`config.mk`:
```
export PLATFORM = sky130hd
export DESIGN_NAME = pscfg_seq
export DESIGN_NICKNAME = d
export VERILOG_FILES = /design/src/rtl/pscfg_pkg.sv /design/src/rtl/pscfg_tmr.sv /design/src/rtl/pscfg_bitclk.sv /design/src/rtl/pscfg_shreg.sv /design/src/rtl/pscfg_seq.sv
export SDC_FILE = /design/constraint.sdc
export NUM_CORES = 1
export LEC_CHECK = 0
export BUFFER_PORTS_ARGS = -buffer_cell sky130_fd_sc_hd__buf_2
export CAP_MARGIN = 10
export CORE_MARGIN = 3
export CORE_UTILIZATION = 30
export CTS_CLUSTER_DIAMETER = 120
export CTS_CLUSTER_SIZE = 24
export DETAILED_ROUTE_END_ITERATION = 10
export SLEW_MARGIN = 20
export SYNTH_ARGS = -nofsm -noshare
export SYNTH_HDL_FRONTEND = slang
export SYNTH_HIERARCHICAL = 1
export SYNTH_SLANG_ARGS = --single-unit
```
`constraint.sdc`:
```
create_clock -name clk -period 4.6 [get_ports clk]
set_input_delay 0.23 -clock clk [delete_from_list [all_inputs] [get_ports clk]]
set_output_delay 0.23 -clock clk [all_outputs]
set_load 0.02 [all_outputs]
```
`src/rtl/pscfg_pkg.sv`:
```
package pscfg_pkg;

    typedef enum logic [3:0] {
        ST_IDLE,
        ST_PRE_HI,
        ST_PULSE_LO,
        ST_WAIT_LO,
        ST_WAIT_HI,
        ST_LOAD,
        ST_PAD,
        ST_FLUSH,
        ST_TRAIL
    } cfg_state_e;

    typedef enum logic [1:0] {
        ERR_NONE = 2'b00,
        ERR_STAT = 2'b01,
        ERR_DONE = 2'b10
    } cfg_err_e;

endpackage

```
`src/rtl/pscfg_tmr.sv`:
```
module pscfg_tmr #(
    parameter int W = 8
) (
    input  logic         clk,
    input  logic         rst_n,
    input  logic         clr,
    output logic [W-1:0] cnt
);
    // Saturating up-counter, restarted on every state change.
    always_ff @(posedge clk or negedge rst_n) begin
        if (!rst_n)
            cnt <= '0;
        else if (clr)
            cnt <= '0;
        else if (cnt != {W{1'b1}})
            cnt <= cnt + 1'b1;
    end
endmodule

```
`src/rtl/pscfg_bitclk.sv`:
```
module pscfg_bitclk #(
    parameter int HALF_DIV = 4
) (
    input  logic clk,
    input  logic rst_n,
    input  logic go,
    output logic sclk,
    output logic busy
);
    localparam int CW = (HALF_DIV > 1) ? $clog2(HALF_DIV) : 1;
    localparam logic [CW-1:0] LAST = CW'(HALF_DIV - 1);

    logic          act_q;
    logic          ph_q;
    logic [CW-1:0] cnt_q;

    // One bit period: HALF_DIV cycles low, then HALF_DIV cycles high.
    always_ff @(posedge clk or negedge rst_n) begin
        if (!rst_n) begin
            act_q <= 1'b0;
            ph_q  <= 1'b0;
            cnt_q <= '0;
        end else if (!act_q) begin
            if (go) begin
                act_q <= 1'b1;
                ph_q  <= 1'b0;
                cnt_q <= '0;
            end
        end else if (cnt_q == LAST) begin
            cnt_q <= '0;
            if (!ph_q) begin
                ph_q <= 1'b1;
            end else begin
                ph_q  <= 1'b0;
                act_q <= 1'b0;
            end
        end else begin
            cnt_q <= cnt_q + 1'b1;
        end
    end

    assign sclk = ph_q;
    assign busy = act_q;
endmodule

```
`src/rtl/pscfg_shreg.sv`:
```
module pscfg_shreg #(
    parameter int DW = 8
) (
    input  logic          clk,
    input  logic          rst_n,
    input  logic          load,
    input  logic [DW-1:0] din,
    input  logic          adv,
    output logic          bit_o,
    output logic          empty
);
    localparam int NW = $clog2(DW + 1);

    logic [DW-1:0] sh_q;
    logic [NW-1:0] left_q;

    always_ff @(posedge clk or negedge rst_n) begin
        if (!rst_n) begin
            sh_q   <= '0;
            left_q <= '0;
        end else if (load) begin
            sh_q   <= din;
            left_q <= NW'(DW);
        end else if (adv) begin
            sh_q   <= sh_q >> 1;
            left_q <= left_q - 1'b1;
        end
    end

    assign bit_o = sh_q[0];
    assign empty = (left_q == '0);
endmodule

```
`src/rtl/pscfg_seq.sv`:
```
module pscfg_seq
    import pscfg_pkg::*;
#(
    parameter int LONG_DLY   = 1000,
    parameter int SHORT_DLY  = 50,
    parameter int STAT_TMO   = 10000,
    parameter int DONE_TMO   = 100000,
    parameter int HALF_DIV   = 4,
    parameter int TRAIL_CLKS = 10,
    parameter int PAD_BYTES  = 2,
    parameter int DW         = 8
) (
    input  logic          clk,
    input  logic          rst_n,
    input  logic          start,
    input  logic [DW-1:0] s_data,
    input  logic          s_valid,
    input  logic          s_last,
    output logic          s_ready,
    output logic          cfg_req_n,
    output logic          cfg_dat,
    output logic          cfg_clk,
    input  logic          stat_n,
    input  logic          cfg_done,
    output logic          bus_rst_n,
    output logic          busy,
    output logic          done,
    output logic          err,
    output logic [1:0]    err_code
);
    localparam int TMAX_A = (LONG_DLY > SHORT_DLY) ? LONG_DLY : SHORT_DLY;
    localparam int TMAX_B = (STAT_TMO > DONE_TMO) ? STAT_TMO : DONE_TMO;
    localparam int TMAX   = (TMAX_A > TMAX_B) ? TMAX_A : TMAX_B;
    localparam int TW     = $clog2(TMAX + 1);
    localparam int RW     = $clog2(TRAIL_CLKS + 1);
    localparam int PW     = $clog2(PAD_BYTES + 1);
    localparam logic [TW-1:0] LONG_LIM  = TW'(LONG_DLY - 1);
    localparam logic [TW-1:0] SHORT_LIM = TW'(SHORT_DLY - 1);
    localparam logic [TW-1:0] STAT_LIM  = TW'(STAT_TMO - 1);
    localparam logic [TW-1:0] DONE_LIM  = TW'(DONE_TMO - 1);

    cfg_state_e    state_q, state_d;
    logic [1:0]    stat_sy, done_sy;
    logic          stat_s, done_s;
    logic [TW-1:0] tmr_cnt;
    logic          tmr_clr;
    logic          bc_busy, go, go_bit;
    logic          sh_bit, sh_empty, sh_ld, sh_adv, take;
    logic [DW-1:0] sh_din;
    logic          last_q;
    logic [PW-1:0] pad_q;
    logic [RW-1:0] trail_q;
    logic          fin_ok;
    cfg_err_e      fin_err, err_q;
    logic          done_q;
    logic          launch;

    // Two-flop synchronizers for the device's asynchronous outputs
    always_ff @(posedge clk or negedge rst_n) begin
        if (!rst_n) begin
            stat_sy <= 2'b11;
            done_sy <= 2'b00;
        end else begin
            stat_sy <= {stat_sy[0], stat_n};
            done_sy <= {done_sy[0], cfg_done};
        end
    end
    assign stat_s = stat_sy[1];
    assign done_s = done_sy[1];

    pscfg_tmr #(.W(TW)) tmr_i (
        .clk(clk), .rst_n(rst_n), .clr(tmr_clr), .cnt(tmr_cnt)
    );

    pscfg_bitclk #(.HALF_DIV(HALF_DIV)) bitclk_i (
        .clk(clk), .rst_n(rst_n), .go(go), .sclk(cfg_clk), .busy(bc_busy)
    );

    pscfg_shreg #(.DW(DW)) shreg_i (
        .clk(clk), .rst_n(rst_n), .load(sh_ld), .din(sh_din),
        .adv(sh_adv), .bit_o(sh_bit), .empty(sh_empty)
    );

    // Next state and per-cycle strobes
    always_comb begin
        state_d = state_q;
        go      = 1'b0;
        go_bit  = 1'b0;
        sh_ld   = 1'b0;
        sh_din  = '0;
        sh_adv  = 1'b0;
        take    = 1'b0;
        fin_ok  = 1'b0;
        fin_err = ERR_NONE;
        unique case (state_q)
            ST_IDLE:     if (start) state_d = ST_PRE_HI;
            ST_PRE_HI:   if (tmr_cnt >= LONG_LIM) state_d = ST_PULSE_LO;
            ST_PULSE_LO: if (tmr_cnt >= SHORT_LIM) state_d = ST_WAIT_LO;
            ST_WAIT_LO:  if (!stat_s) state_d = ST_WAIT_HI;
            ST_WAIT_HI: begin
                if (stat_s) begin
                    state_d = ST_LOAD;
                end else if (tmr_cnt >= STAT_LIM) begin
                    state_d = ST_IDLE;
                    fin_err = ERR_STAT;
                end
            end
            ST_LOAD: begin
                if (sh_empty) begin
                    if (last_q) begin
                        state_d = ST_PAD;
                    end else if (s_valid) begin
                        take   = 1'b1;
                        sh_ld  = 1'b1;
                        sh_din = s_data;
                    end
                end else if (!bc_busy) begin
                    go     = 1'b1;
                    go_bit = sh_bit;
                    sh_adv = 1'b1;
                end
            end
            ST_PAD: begin
                if (sh_empty) begin
                    if (pad_q != '0) sh_ld = 1'b1;
                    else if (!bc_busy) state_d = ST_FLUSH;
                end else if (!bc_busy) begin
                    go     = 1'b1;
                    go_bit = sh_bit;
                    sh_adv = 1'b1;
                end
            end
            ST_FLUSH: begin
                if (!bc_busy) begin
                    if (done_s) begin
                        state_d = ST_TRAIL;
                    end else if (tmr_cnt >= DONE_LIM) begin
                        state_d = ST_IDLE;
                        fin_err = ERR_DONE;
                    end else begin
                        go = 1'b1;
                    end
                end
            end
            ST_TRAIL: begin
                if (!bc_busy) begin
                    if (trail_q == RW'(TRAIL_CLKS)) begin
                        state_d = ST_IDLE;
                        fin_ok  = 1'b1;
                    end else begin
                        go = 1'b1;
                    end
                end
            end
            default: state_d = ST_IDLE;
        endcase
    end

    assign tmr_clr = (state_d != state_q);
    assign launch  = (state_q == ST_IDLE) && start;

    // State register
    always_ff @(posedge clk or negedge rst_n) begin
        if (!rst_n) state_q <= ST_IDLE;
        else        state_q <= state_d;
    end

    // Moore outputs
    always_comb begin
        busy      = (state_q != ST_IDLE);
        bus_rst_n = (state_q == ST_IDLE);
        cfg_req_n = !((state_q == ST_PULSE_LO) || (state_q == ST_WAIT_LO));
        s_ready   = (state_q == ST_LOAD) && sh_empty && !last_q;
    end

    // Datapath registers
    always_ff @(posedge clk or negedge rst_n) begin
        if (!rst_n) begin
            cfg_dat <= 1'b0;
            last_q  <= 1'b0;
            pad_q   <= '0;
            trail_q <= '0;
            done_q  <= 1'b0;
            err_q   <= ERR_NONE;
        end else begin
            if (launch) begin
                last_q  <= 1'b0;
                pad_q   <= PW'(PAD_BYTES);
                trail_q <= '0;
                done_q  <= 1'b0;
                err_q   <= ERR_NONE;
            end
            if (take && s_last) last_q <= 1'b1;
            if (sh_ld && state_q == ST_PAD) pad_q <= pad_q - 1'b1;
            if (go) cfg_dat <= go_bit;
            if (go && state_q == ST_TRAIL) trail_q <= trail_q + 1'b1;
            if (fin_ok) done_q <= 1'b1;
            if (fin_err != ERR_NONE) err_q <= fin_err;
        end
    end

    assign done     = done_q;
    assign err_code = err_q;
    assign err      = (err_q != ERR_NONE);
endmodule

```
After elaboration in Yosys (flattened, before gate mapping)
Cells that the tools add are included.
{ "word_totals": {"reg_bits": 52, "input_bits": 15, "output_inout_bits": 10, "word_cells": 136} }
{ "op_classes": {"n_addsub": 5, "magnitude_cmp": 4, "eq_ne": 13, "mux": 74, "reduce_logical": 25} }
{ "ops": {"columns": ["operator", "n"], "rows": [
  ["two-way mux 4 bit", 20],
  ["two-way mux 8 bit", 6],
  ["case mux 4 bit (9 select lines)", 1],
  ["two-way mux 17 bit", 2],
  ["two-way mux 1 bit", 32],
  ["nonzero test 2 bit", 11],
  ["two-way mux 2 bit", 10],
  ["adder 17 x 1 -> 17 bit, second input constant", 1],
  ["greater-or-equal comparator 17 x 10 -> 1 bit, second input constant", 1],
  ["greater-or-equal comparator 17 x 14 -> 1 bit, second input constant", 1],
  ["greater-or-equal comparator 17 bit, second input constant", 1],
  ["greater-or-equal comparator 17 x 6 -> 1 bit, second input constant", 1],
  ["inequality test 17 bit, second input constant", 1],
  ["== test 4 x 3 -> 1 bit, second input constant", 4],
  ["== test 4 x 2 -> 1 bit, second input constant", 2],
  ["== test 4 bit, second input constant", 2],
  ["logical NOT 4 bit", 2],
  ["logical AND 1 bit", 6],
  ["adder 4 x 1 -> 4 bit, second input constant", 1],
  ["== test 4 x 1 -> 1 bit, second input constant", 1],
  ["inequality test 4 bit", 1],
  ["case mux 2 bit (2 select lines)", 1],
  ["nonzero test 4 bit", 1],
  ["subtractor 4 x 1 -> 4 bit, second input constant", 1],
  ["10 further kinds", 11]
]} }

Longest topological paths before layout
{ "logic_depth": {"ltp_word": 7, "ltp_mapped": 14, "depth_no_buf": 13} }

Modules after synthesis
Netlist, hierarchy kept.
{ "by_module_without_submodules": {"columns": ["mod", "instances", "cells_each", "area_per_inst_um2", "seq_area_each_um2"], "rows": [
  ["pscfg_seq", 1, 159, 1321.3, 478.0],
  ["pscfg_tmr", 1, 87, 892.1, 425.4],
  ["pscfg_shreg", 1, 56, 604.3, 300.3],
  ["pscfg_bitclk", 1, 12, 165.2, 100.1]
]} }

Worst setup path after synthesis
No wires, ideal clock.
{ "synth_timing": {"path_kind": "reg2reg", "startpoint": "reg shreg_i.left_q[0]", "endpoint": "reg tmr_i.cnt[13]", "setup_time_ns": 0.077, "t_arrival_ns": 3.073, "required_ns": 4.523, "setup_slack_ns": 1.450, "path_stages_with_launch": 15, "n_path_buf": 1, "synth_period_minus_slack_ns": 3.150, "path_cell_list": "dfrtp_1 > inv_1 > ha_1 > nor3b_1 > nand3_1 > a22oi_1 > o21ai_1 > or4b_4 > xnor2_1 > o21ai_1 > buf_2 > nand2b_1 > nand2_1 > or4_1 > a21oi_1"} }
{ "synth_between": {"elab_chain_cells": 5, "elab_cells_between_ends": 7, "cone_classes": "1 x eq/ne; 4 x mux; 2 x reduce/logical"} }
{ "synth_lines": {"columns": ["element", "line_no", "text"], "rows": [
  ["start, declared", "pscfg_shreg.sv:15", "logic [NW-1:0] left_q;"],
  ["start signal, assigned", "pscfg_shreg.sv:23", "left_q <= NW'(DW);"],
  ["start signal, assigned", "pscfg_shreg.sv:26", "left_q <= left_q - 1'b1;"],
  ["logical NOT 4 bit (*)", "pscfg_shreg.sv:31", "assign empty = (left_q == '0);"],
  ["named net sh_empty", "pscfg_seq.sv:48", "logic sh_bit, sh_empty, sh_ld, sh_adv, take;"],
  ["two-way mux 4 bit (on tied branches)", "pscfg_seq.sv:124, pscfg_seq.sv:109", null],
  ["case mux 4 bit (9 select lines) (*)", "pscfg_seq.sv:95", "unique case (state_q)"],
  ["named net state_d[0]", "pscfg_seq.sv:42", "cfg_state_e state_q, state_d;"],
  ["inequality test 4 bit (*)", "pscfg_seq.sv:159", "assign tmr_clr = (state_d != state_q);"],
  ["named net tmr_clr", "pscfg_seq.sv:46", "logic tmr_clr;"],
  ["two-way mux 17 bit / nonzero test 2 bit (equally long branches)", null, null],
  ["end signal, assigned", "pscfg_tmr.sv:16", "cnt <= cnt + 1'b1;"],
  ["end, declared", "pscfg_tmr.sv:7", "output logic [W-1:0] cnt"]
]} }
The timed path passes the listed nets; every way through them passes the cells marked *.
A chain may end at the register's enable or synchronous reset.

Worst setup path in the final report
{ "layout_timing": {"startpoint": "reg shreg_i.left_q[0]", "endpoint": "reg tmr_i.cnt[14]"} }
The elaborated chain is that of the path after synthesis.

==> results_dict.tcl <==
set metrics [dict create \
    worstSetupPathType "flip-flop to flip-flop" \
    yosysWarnings 6 \
    routed_wirelength_um 6190 \
    tns_ns 0 \
    place.gp.congestion 0.823 \
    hold_viol_final 0 \
    grt_max_degree 53 \
    cts_tree "built" \
    cpPeakStageDelay_ns 0.54 \
    antenna_found_initial 0 \
    dieArea_um2 11200 \
    yosys-top-cells-area "dfrtp_1 (42%), nor2_1 (3.8%), mux2i_1 (3.7%)" \
    mappedNetlistArea_um2 2980 \
    vdd_ir_drop_max_mv 0.122 \
    track_usage 0.115 \
    powerDensity_nw_per_um2 231 \
    num_rows 35 \
    critical_path.cell_chain "inv_1 > ha_1 > nor3b_1 > nand3_1 > a22oi_1 > o21ai_1 > or4b_4 > xnor2_1 > o21ai_1 > nor2b_1 > nor2_1 > or4b_1 > a21oi_1" \
    fmax_mhz 256 \
    avgRoutedWirePerCell_um 13.3 \
    worst_slew_pin_slew_ns 0.801 \
    cts_buffers 5 \
    grt_pass1_vias 2236 \
    cts_root_buffer "clkbuf_8" \
    wl_met2_um 2820 \
    synth-seq-cells 52 \
    cp.required_ns 4.84 \
    path_max_fanout 12 \
    yosys_most_used_dff "dfrtp_1" \
    n_antenna_cell 0 \
    synth_top_cell_area_share 0.419 \
    port_buffers 24 \
    cap_violations 0 \
    vias 2338 \
    first_iter_violations 113 \
    synth_top_area_cell "dfrtp_1" \
    syn-num-nets 337 \
    first_pass_iters 4 \
    coreArea_um2 9460 \
    finalCritPeriodShare 0.849 \
    power.leakage_nw 1.44 \
    drv_slew 0 \
    synth-edff-count 0 \
    synthDistinctLibCells 65 \
    syn_inst 314 \
    vias_per_cell 5.02 \
    drc 0 \
    slew_headroom 0.463 \
    htreeDepth 2 \
    n_fill_cell 1009 \
    final-seq-area_um2 1300 \
    min_period_ns 3.90 \
    avgSynthCellArea_um2 9.50 \
    die_w_um 106 \
    multiInputGateArea_um2 1530 \
    synth.yosys.seq_area_share 0.437 \
    initial_core_util 0.315 \
    skew_ns 0.0162 \
    synthToLayoutAreaGrowth_pct 10.6 \
    dp_hpwl_um 4400 \
    cts.path.max_buffers 2 \
    overflow 0 \
    crit_path_top_delay_cell "or4b_4" \
    crit_arrival_ns 4.15 \
    end_kind "flip-flop" \
    hold_path_class "primary input to asynchronous set/reset pin" \
    setup_viol 0 \
    ant_nets 0 \
    route.met3.wl_um 243 \
    drive_gt1_frac 0.166 \
    io_pins 25 \
    status "finished, final reports clean" \
    setup_slack_ns 0.697 \
    wl_met1_um 3030 \
    crit_path_frequent_cell "o21ai_1" \
    grt_pass1_wl_um 10700 \
    worst_setup_hold_path_clk_slew_ns 0.11 \
    dp_slack_ns 0.749 \
    cts.sinks 52 \
    synthArstFlopShare 1.00 \
    clock_latency_ns 0.31 \
    routed.top_layer "met4" \
    nets 359 \
    cp-start-kind "flip-flop" \
    rsz0062_at_grt "no" \
    fp.dieH_um 106 \
]
-- metrics by stage --
stage               utilization  hold slack (ns)  total power, mW  cell area [µm²]  instances
global route              0.349          0.00168            0.796             3300        466
floorplan                     -          -0.0656            0.470             2980        314
global placement          0.337            0.339            0.487             3190        457
detailed placement        0.337            0.336            0.487             3190        457
finish                    0.349           0.0135            0.760             3300        466
CTS                       0.349           0.0107            0.775             3300        466
-- Yosys cell counts, types with 3 or more instances --
cell / n
nand4_1: 7
nand2_2: 3
o31ai_1: 4
o21ai_0: 14
nor4_1: 5
nor2_1: 30
ha_1: 8
and3_1: 9
a31oi_1: 3
nand2_1: 26
mux2i_1: 11
a21oi_1: 13
nor3_1: 3
nor3b_1: 3
xor2_1: 6
buf_4: 4
nand3_1: 10
inv_1: 12
dfrtp_1: 50
o21ai_1: 12
a22o_1: 3
o211ai_1: 3
nor2b_1: 6
nand2b_1: 6
buf_6: 4
xnor2_1: 6
-- critical path, delay by kind of cell, from the launching register on --
family                     cells  cell delay [ns]
AOI/OAI and AO/OA              4             0.87
xor gates and xnor gates       1             0.14
adders and majority gates      1             0.13
buffers and inverters          1             0.09
DFF                            1             0.42
and+or+nand+nor                6             2.18
-- area by class of cell --
class	instances	share of cell area
Clock buffer	5	0.0209
Sequential cell	52	0.395
Tap cell	129	0.0489
Timing Repair Buffer	28	0.0463
Clock inverter	3	0.00873
Multi-Input combinational cell	236	0.465
Inverter	13	0.0148
-- what timing repair did --
action / in CTS / in global routing
buffers inserted: 0 / 0
hold buffers: 1 / 0
gates resized for setup: 0 / 0
hold endpoints to repair: 1 / 0
-- flip-flops by register name, indices dropped and copies added (netlist names) --
register        cells
bitclk_i/sclk       1
pad_q               2
cfg_dat             1
tmr_i/cnt          17
shreg_i/sh_q        8
trail_q             4
bitclk_i/cnt_q      2
last_q              1
err_code            2
done                1
done_sy             2
shreg_i/left_q      4
state_q             4
bitclk_i/busy       1
stat_sy             2
-- logic make-up (layout without fill, tap and decap cells) --
logic type | Yosys count | in the layout | synth area share
mux | 12 | 12 | 0.0407
compound gates | 66 | 66 | 0.139
buf+inv | 26 | 49 | 0.0487
xor+xnor | 12 | 12 | 0.0352
simple gates | 138 | 138 | 0.266
flops | 52 | 52 | 0.437
fa+ha+maj | 8 | 8 | 0.0336
-- cell usage in the layout (no fill, tap or decap), drive strengths merged, types with 3 or more instances in the layout --
cell / count
dfrtp: 50
nor2: 32
nand2: 29
buf: 27
o21ai: 26
inv: 16
a21oi: 13
mux2i: 11
nand3: 10
and3: 10
ha: 8
nand4: 8
nand2b: 7
nor2b: 6
xnor2: 6
xor2: 6
nor4: 6
clkbuf: 5
o31ai: 4
a22o: 4
nor3b: 4
or4b: 4
a31oi: 3
o211ai: 3
nor3: 3
and2: 3
-- final timing paths --
| path | from | end | slack [ns] | cells past startpoint |
|---|---|---|---|---|
| setup / recovery | shreg_i/left_q[0] | tmr_i/cnt[14] | 0.70 | 13 |
| min in group clk | cfg_done | done_sy[0] | 0.02 | 1 |
| setup reg to reg | shreg_i/left_q[0] | tmr_i/cnt[14] | 0.70 | 13 |
| hold reg to reg | done_sy[0] | done_sy[1] | 0.36 | 0 |
| max in group asynchronous | rst_n | tmr_i/cnt[1] | 4.14 | 2 |
| hold / removal | rst_n | trail_q[0] | 0.01 | 2 |
-- report_power, final --
part / internal, mW / leakage (nW) / switching (mW)
Combinational: 0.00568 / 0.745 / 0.0110
Clock: 0.115 / 0.0511 / 0.168
Sequential: 0.459 / 0.648 / 0.00131
Total: 0.580 / 1.44 / 0.180
-- per-layer routing --
layer,global-route usage,up-vias
li1,-,1174
met1,0.153,1107
met2,0.187,49
met3,0.0227,8
met4,0.0416,0
met5,0,-
Power figures use the tool's default switching activity.
